<file path="src/rtl/cfgwr_pkg.sv">
package cfgwr_pkg;
    localparam int NREG  = 3;
    localparam int IDX_W = $clog2(NREG);
    localparam int MEM_N = 13;
    localparam logic [7:0] DEV_ADDR  = 8'hD2;
    localparam logic [7:0] MAX_COUNT = 8'd32;
    localparam logic [NREG-1:0][7:0] RST_VAL  = {8'hFE, 8'hFF, 8'h06};
    localparam logic [NREG-1:0][7:0] BIT_MASK = {8'hFE, 8'hFF, 8'h0E};

    typedef enum logic [1:0] {ST_IDLE, ST_RECV, ST_ACK, ST_IGNORE} link_st_e;
    typedef enum logic [1:0] {K_ADDR, K_CMD, K_CNT, K_DATA} byte_kind_e;

    typedef struct packed {
        link_st_e        st;
        byte_kind_e      kind;
        logic [3:0]      nbits;
        logic [7:0]      shf;
        logic            oe;
        logic            cnt_ok;
        logic [5:0]      left;
        logic [5:0]      idx;
        logic            wr;
        logic [IDX_W-1:0] widx;
        logic [7:0]      wdata;
    } link_s;
endpackage

</file>
<file path="src/rtl/cfgwr_sync.sv">
module cfgwr_sync #(
    parameter int STAGES = 2
) (
    input  logic clk,
    input  logic rst_n,
    input  logic d,
    output logic q,
    output logic q_prev
);
    logic [STAGES:0] chain_d, chain_q;

    always_comb chain_d = {chain_q[STAGES-1:0], d};

    always_ff @(posedge clk or negedge rst_n) begin
        if (!rst_n) chain_q <= '1;
        else        chain_q <= chain_d;
    end

    assign q      = chain_q[STAGES-1];
    assign q_prev = chain_q[STAGES];
endmodule

</file>
<file path="src/rtl/cfgwr_link.sv">
module cfgwr_link
    import cfgwr_pkg::*;
(
    input  logic             clk,
    input  logic             rst_n,
    input  logic             scl_rise,
    input  logic             scl_fall,
    input  logic             sda_lvl,
    input  logic             start_det,
    input  logic             stop_det,
    output logic             sda_oe,
    output logic             wr_en,
    output logic [IDX_W-1:0] wr_idx,
    output logic [7:0]       wr_data
);
    link_s q, d;

    always_comb begin
        d    = q;
        d.wr = 1'b0;
        if (stop_det) begin
            d.st = ST_IDLE;
            d.oe = 1'b0;
        end else if (start_det) begin
            d.st     = ST_RECV;
            d.kind   = K_ADDR;
            d.nbits  = '0;
            d.oe     = 1'b0;
            d.cnt_ok = 1'b0;
            d.left   = '0;
            d.idx    = '0;
        end else begin
            case (q.st)
                ST_RECV: begin
                    if (scl_rise && q.nbits < 4'd8) begin
                        d.shf   = {q.shf[6:0], sda_lvl};
                        d.nbits = q.nbits + 4'd1;
                    end else if (scl_fall && q.nbits == 4'd8) begin
                        if (q.kind == K_ADDR && q.shf != DEV_ADDR) begin
                            d.st = ST_IGNORE;
                        end else begin
                            d.st = ST_ACK;
                            d.oe = 1'b1;
                            if (q.kind == K_CNT) begin
                                d.cnt_ok = (q.shf != 8'd0) && (q.shf <= MAX_COUNT);
                                d.left   = q.shf[5:0];
                            end else if (q.kind == K_DATA && q.cnt_ok && q.left != 6'd0) begin
                                d.left = q.left - 6'd1;
                                d.idx  = q.idx + 6'd1;
                                if (q.idx < 6'(NREG)) begin
                                    d.wr    = 1'b1;
                                    d.widx  = q.idx[IDX_W-1:0];
                                    d.wdata = q.shf;
                                end
                            end
                        end
                    end
                end
                ST_ACK: begin
                    if (scl_fall) begin
                        d.oe    = 1'b0;
                        d.st    = ST_RECV;
                        d.nbits = '0;
                        case (q.kind)
                            K_ADDR:  d.kind = K_CMD;
                            K_CMD:   d.kind = K_CNT;
                            default: d.kind = K_DATA;
                        endcase
                    end
                end
                default: ;
            endcase
        end
    end

    always_ff @(posedge clk or negedge rst_n) begin
        if (!rst_n) begin
            q      <= '0;
            q.st   <= ST_IDLE;
            q.kind <= K_ADDR;
        end else begin
            q <= d;
        end
    end

    assign sda_oe  = q.oe;
    assign wr_en   = q.wr;
    assign wr_idx  = q.widx;
    assign wr_data = q.wdata;

    p_stop_release_r10: assert property (@(posedge clk) disable iff (!rst_n)
        stop_det |=> !sda_oe);
    p_ack_fall_release_r10: assert property (@(posedge clk) disable iff (!rst_n)
        (q.st == ST_ACK && scl_fall && !start_det && !stop_det) |=> !sda_oe);
    p_write_needs_count_r5: assert property (@(posedge clk) disable iff (!rst_n)
        wr_en |-> q.cnt_ok);
    p_write_in_range_r6: assert property (@(posedge clk) disable iff (!rst_n)
        wr_en |-> (wr_idx < IDX_W'(NREG)));
endmodule

</file>
<file path="src/rtl/cfgwr_regs.sv">
module cfgwr_regs
    import cfgwr_pkg::*;
(
    input  logic             clk,
    input  logic             rst_n,
    input  logic             wr_en,
    input  logic [IDX_W-1:0] wr_idx,
    input  logic [7:0]       wr_data,
    output logic             ss_en,
    output logic             dot_en,
    output logic             usb_en,
    output logic             agp_en,
    output logic             pci1_en,
    output logic [MEM_N-1:0] mem_en
);
    logic [NREG-1:0][7:0] bank_d, bank_q;

    for (genvar g = 0; g < NREG; g++) begin : g_byte
        always_comb begin
            bank_d[g] = bank_q[g];
            if (wr_en && wr_idx == IDX_W'(g))
                bank_d[g] = wr_data & BIT_MASK[g];
        end
    end

    always_ff @(posedge clk or negedge rst_n) begin
        if (!rst_n) bank_q <= RST_VAL;
        else        bank_q <= bank_d;
    end

    assign ss_en   = bank_q[0][3];
    assign dot_en  = bank_q[0][2];
    assign usb_en  = bank_q[0][1];
    assign mem_en  = {bank_q[2][6:2], bank_q[1]};
    assign agp_en  = bank_q[2][7];
    assign pci1_en = bank_q[2][1];

    p_hold_r7: assert property (@(posedge clk) disable iff (!rst_n)
        !wr_en |=> $stable(bank_q));
    p_byte0_map_r8: assert property (@(posedge clk) disable iff (!rst_n)
        (wr_en && wr_idx == '0) |=> (ss_en == $past(wr_data[3])));
    p_byte1_map_r9: assert property (@(posedge clk) disable iff (!rst_n)
        (wr_en && wr_idx == IDX_W'(1)) |=> (mem_en[7:0] == $past(wr_data)));
endmodule

</file>
<file path="src/rtl/cfgwr_slave.sv">
module cfgwr_slave
    import cfgwr_pkg::*;
(
    input  logic        clk,
    input  logic        rst_n,
    input  logic        scl_i,
    input  logic        sda_i,
    output logic        sda_oe_o,
    output logic        ss_en_o,
    output logic        dot_en_o,
    output logic        usb_en_o,
    output logic        agp_en_o,
    output logic        pci1_en_o,
    output logic [12:0] mem_en_o
);
    logic [1:0] line_raw, line_lvl, line_prv;
    assign line_raw = {sda_i, scl_i};

    for (genvar g = 0; g < 2; g++) begin : g_sync
        cfgwr_sync #(.STAGES(2)) u_sync (
            .clk(clk), .rst_n(rst_n), .d(line_raw[g]),
            .q(line_lvl[g]), .q_prev(line_prv[g])
        );
    end

    logic scl_rise, scl_fall, start_det, stop_det;
    assign scl_rise  =  line_lvl[0] & ~line_prv[0];
    assign scl_fall  = ~line_lvl[0] &  line_prv[0];
    assign start_det =  line_lvl[0] & line_prv[0] &  line_prv[1] & ~line_lvl[1];
    assign stop_det  =  line_lvl[0] & line_prv[0] & ~line_prv[1] &  line_lvl[1];

    logic             wr_en;
    logic [IDX_W-1:0] wr_idx;
    logic [7:0]       wr_data;

    cfgwr_link u_link (
        .clk(clk), .rst_n(rst_n),
        .scl_rise(scl_rise), .scl_fall(scl_fall), .sda_lvl(line_lvl[1]),
        .start_det(start_det), .stop_det(stop_det),
        .sda_oe(sda_oe_o), .wr_en(wr_en), .wr_idx(wr_idx), .wr_data(wr_data)
    );

    cfgwr_regs u_regs (
        .clk(clk), .rst_n(rst_n),
        .wr_en(wr_en), .wr_idx(wr_idx), .wr_data(wr_data),
        .ss_en(ss_en_o), .dot_en(dot_en_o), .usb_en(usb_en_o),
        .agp_en(agp_en_o), .pci1_en(pci1_en_o), .mem_en(mem_en_o)
    );
endmodule

</file>
<file path="config.mk">
export PLATFORM = sky130hd
export DESIGN_NAME = cfgwr_slave
export DESIGN_NICKNAME = d
export VERILOG_FILES = /design/src/rtl/cfgwr_pkg.sv /design/src/rtl/cfgwr_sync.sv /design/src/rtl/cfgwr_link.sv /design/src/rtl/cfgwr_regs.sv /design/src/rtl/cfgwr_slave.sv
export SDC_FILE = /design/constraint.sdc
export NUM_CORES = 1
export LEC_CHECK = 0
export BUFFER_PORTS_ARGS = -buffer_cell sky130_fd_sc_hd__clkbuf_2
export CAP_MARGIN = 20
export CORE_MARGIN = 4
export CORE_UTILIZATION = 44
export CTS_BUF_LIST = sky130_fd_sc_hd__clkbuf_8
export DETAILED_ROUTE_END_ITERATION = 8
export SLEW_MARGIN = 20
export SYNTH_ARGS = -nofsm -noshare
export SYNTH_HDL_FRONTEND = slang
export SYNTH_HIERARCHICAL = 1
export SYNTH_SLANG_ARGS = --single-unit
</file>
<file path="constraint.sdc">
create_clock -name clk -period 3.1 [get_ports clk]
set_input_delay 0.155 -clock clk [delete_from_list [all_inputs] [get_ports clk]]
set_output_delay 0.155 -clock clk [all_outputs]
set_load 0.01 [all_outputs]
</file>
==> impl_metrics.tcl <==
set metrics [dict create \
    die_area_um2 8630 \
    synth-warning-count 6 \
    synthDominantCellAreaShare_pct 33.1 \
    finalCritPeriodShare_pct 80.7 \
    post-dp-hpwl_um 4170 \
    route.detailed.wl_per_inst_um 13.9 \
    cts_buffer_depth 2 \
    worst_slew_margin_rel_pct 52.8 \
    p_total_mw 2.14 \
    antenna_cells_inserted 0 \
    tritoncts "built" \
    synth_flop_cell "dfrtp_1" \
    setup_violations 0 \
    core_um2 6910 \
    critical_path_at_ns 2.79 \
    hp-start "g_sync[0].u_sync/chain_q[0]" \
    synth_fp_nets 305 \
    most_frequent_cells_after_synthesis "dfrtp_1, o21ai_0, mux2_2" \
    post_synth_main_area_contributors "dfrtp_1, dfstp_2, mux2_2, o21ai_0, inv_1" \
    critPathLaunch "g_sync[0].u_sync/chain_q[2]" \
    number_of_enable_type_register_cells_in_the_synthesized_netlist 0 \
    clock-sinks 65 \
    die-height_um 92.9 \
    max_slew.worst_pin.slew_ns 0.703 \
    clock_latency_reported_for_the_late_side_of_the_worst_skew_pair_ns 0.35 \
    ant_nets 0 \
    timing.hold.worst.class "flip-flop to flip-flop" \
    cts_hold_buffers 3 \
    max-vdd-ir-drop_uv 384 \
    fillerInstances 697 \
    drive_above_1_share_pct 30.0 \
    drv.max_cap_violation_count 0 \
    netlist_area_um2 3170 \
    cp_max_fo 9 \
    synthMostInstantiatedCell "dfrtp_1" \
    grt_first_pass_wirelength_um 10300 \
    design.portCount 23 \
    clock_tree.htree_level_count 3 \
    drcViolationCount 0 \
    grt_setup_unrepaired "no" \
    dpl-instance-area_um2 3330 \
    synth.largest_area_cell "dfrtp_1" \
    ctsResizeCount 0 \
    final_setup_tns_ns 0 \
    detail_route.wirelength_um 5840 \
    portBuffers 22 \
    hold_violations 0 \
    post_route_clock_skew_ns 0.00820 \
    post_layout_net_count 329 \
    synth.distinct_cells 51 \
    firstDrtPassIters 4 \
    power_leakage_nw 1.62 \
    postSynthRegisterBits 65 \
    master_cell_of_the_clock_root_buffer "clkbuf_8" \
    outcome "complete, no violations" \
    minimum_period_implied_by_the_final_worst_setup_slack_ns 2.50 \
    cts_made_buffers 9 \
    max_freq_mhz 400 \
    initial_antenna_violation_count 0 \
    setup.worst_path.class "flip-flop to flip-flop" \
    maxSlewViolCount 0 \
    powerDensity_nw_per_um2 600 \
    groute.usage.overall_pct 15.2 \
    grt_max_degree 29 \
    routed-via-count 2174 \
    synth-async-reset-ratio_pct 100 \
    grt-ovfl-total 0 \
    drt-vias-per-instance 5.19 \
    avgSynthCellArea_um2 10.8 \
    postSynthCellCount 294 \
    final_design_area_no_fill_um2 3560 \
    fp.dieW_um 92.9 \
    worstSetupStartpointType "flip-flop" \
    endpoint_kind "flip-flop" \
    clk_pin_slew_worst_paths_ns 0.07 \
    timing.critical_path.required_ns 3.38 \
    seq_area_frac_synth_pct 52.2 \
    initialDrtViolationCount 71 \
    globalplace.congestion 0.784 \
    core.rowCount 30 \
    syn2layout_area_growth_pct 12.3 \
    r2r_path_start "g_sync[0].u_sync/chain_q[2]" \
    postCtsSetupBuffers 0 \
    via_count_of_the_first_global_routing_pass 2121 \
    initial_utilization_pct 45.9 \
]
## path summary, 6_finish.rpt
check,to,slack [ns],depth (start not counted)
max,u_link/q[15],0.60,6
min,g_sync[0].u_sync/chain_q[1],0.36,0
max reg2reg,u_link/q[15],0.60,6
min reg2reg,g_sync[0].u_sync/chain_q[1],0.36,0
max in group asynchronous,u_regs/mem_en[0],1.95,3
min in group asynchronous,u_link/wr_data[2],0.38,2
## worst max-delay path, cell delays in order, from the launching register on
cell      delay [ns]
dfstp_2         0.54
nor2b_1         0.20
nand4b_1        0.27
nor3_1          0.39
a41oi_1         0.37
or4_1           0.59
nand3_1         0.09
## layout make-up
class                      count  area [µm²]  share of cell area (%)
clock inverter                 7        76.3                    2.14
sequential                    65        1660                    46.5
timing repair buffer          29         170                    4.78
multi-input combinational    187        1320                    37.0
tap                           96         120                    3.37
inverter                      26        97.6                    2.74
clock buffer                   9         124                    3.48
## report_power, final
part           total (mW)  internal (mW)  switching, mW  leakage, nW
sequential           1.02          0.926         0.0947        0.812
clock               0.725          0.376          0.349       0.0962
combinational       0.392          0.171          0.220        0.714
## state kept, by name, summed over array words and instances, names as in the netlist, 2 cells and up
register               cells
u_link/q                  29
u_link/wr_data             8
u_link/wr_idx              2
u_regs/mem_en             13
g_sync.u_sync/chain_q      6
## cell families (layout without fill, tap and decap cells)
kind of cell,after synthesis,in the layout,share of synthesized area [%]
AOI/OAI and AO/OA,54,54,10.5
xor gates and xnor gates,3,3,0.829
adders and majority gates,7,7,2.76
buffers and inverters,42,71,6.19
DFF,65,65,52.2
muxes,31,31,10.8
and+or+nand+nor,92,92,16.6
## layout by cell type, fill, tap and decap left out, types with 5 or more instances in the layout
cell / instances
o21ai_0: 28
ha_1: 7
dfrtp_1: 42
clkbuf_8: 9
mux2_2: 27
nor2_1: 9
clkbuf_2: 22
nor4_1: 5
nand2b_1: 7
nand2_1: 22
nor3_1: 9
dfstp_2: 23
inv_1: 26
nand3_1: 17
## metal layers
| metal | wire length [µm] | global-route usage [%] | vias to the layer above |
|---|---|---|---|
| met5 | 0 | 0 | - |
| met2 | 2700 | 23.8 | 33 |
| met1 | 2780 | 19.9 | 1048 |
| li1 | - | - | 1083 |
| met3 | 259 | 4.87 | 10 |
| met4 | 99 | 5.49 | 0 |
## stage by stage
stage,hold WS (ns),cells,setup WS (ns),utilization [%]
after global routing,0.363,419,0.342,51.6
after global placement,0.235,400,0.721,48.3
final,0.359,419,0.599,51.6
after floorplan,-0.141,294,0.864,-
after CTS,0.362,419,0.613,51.6
after detailed placement,0.243,400,0.627,48.3
Note: power is estimated with default switching activity, not from simulation.
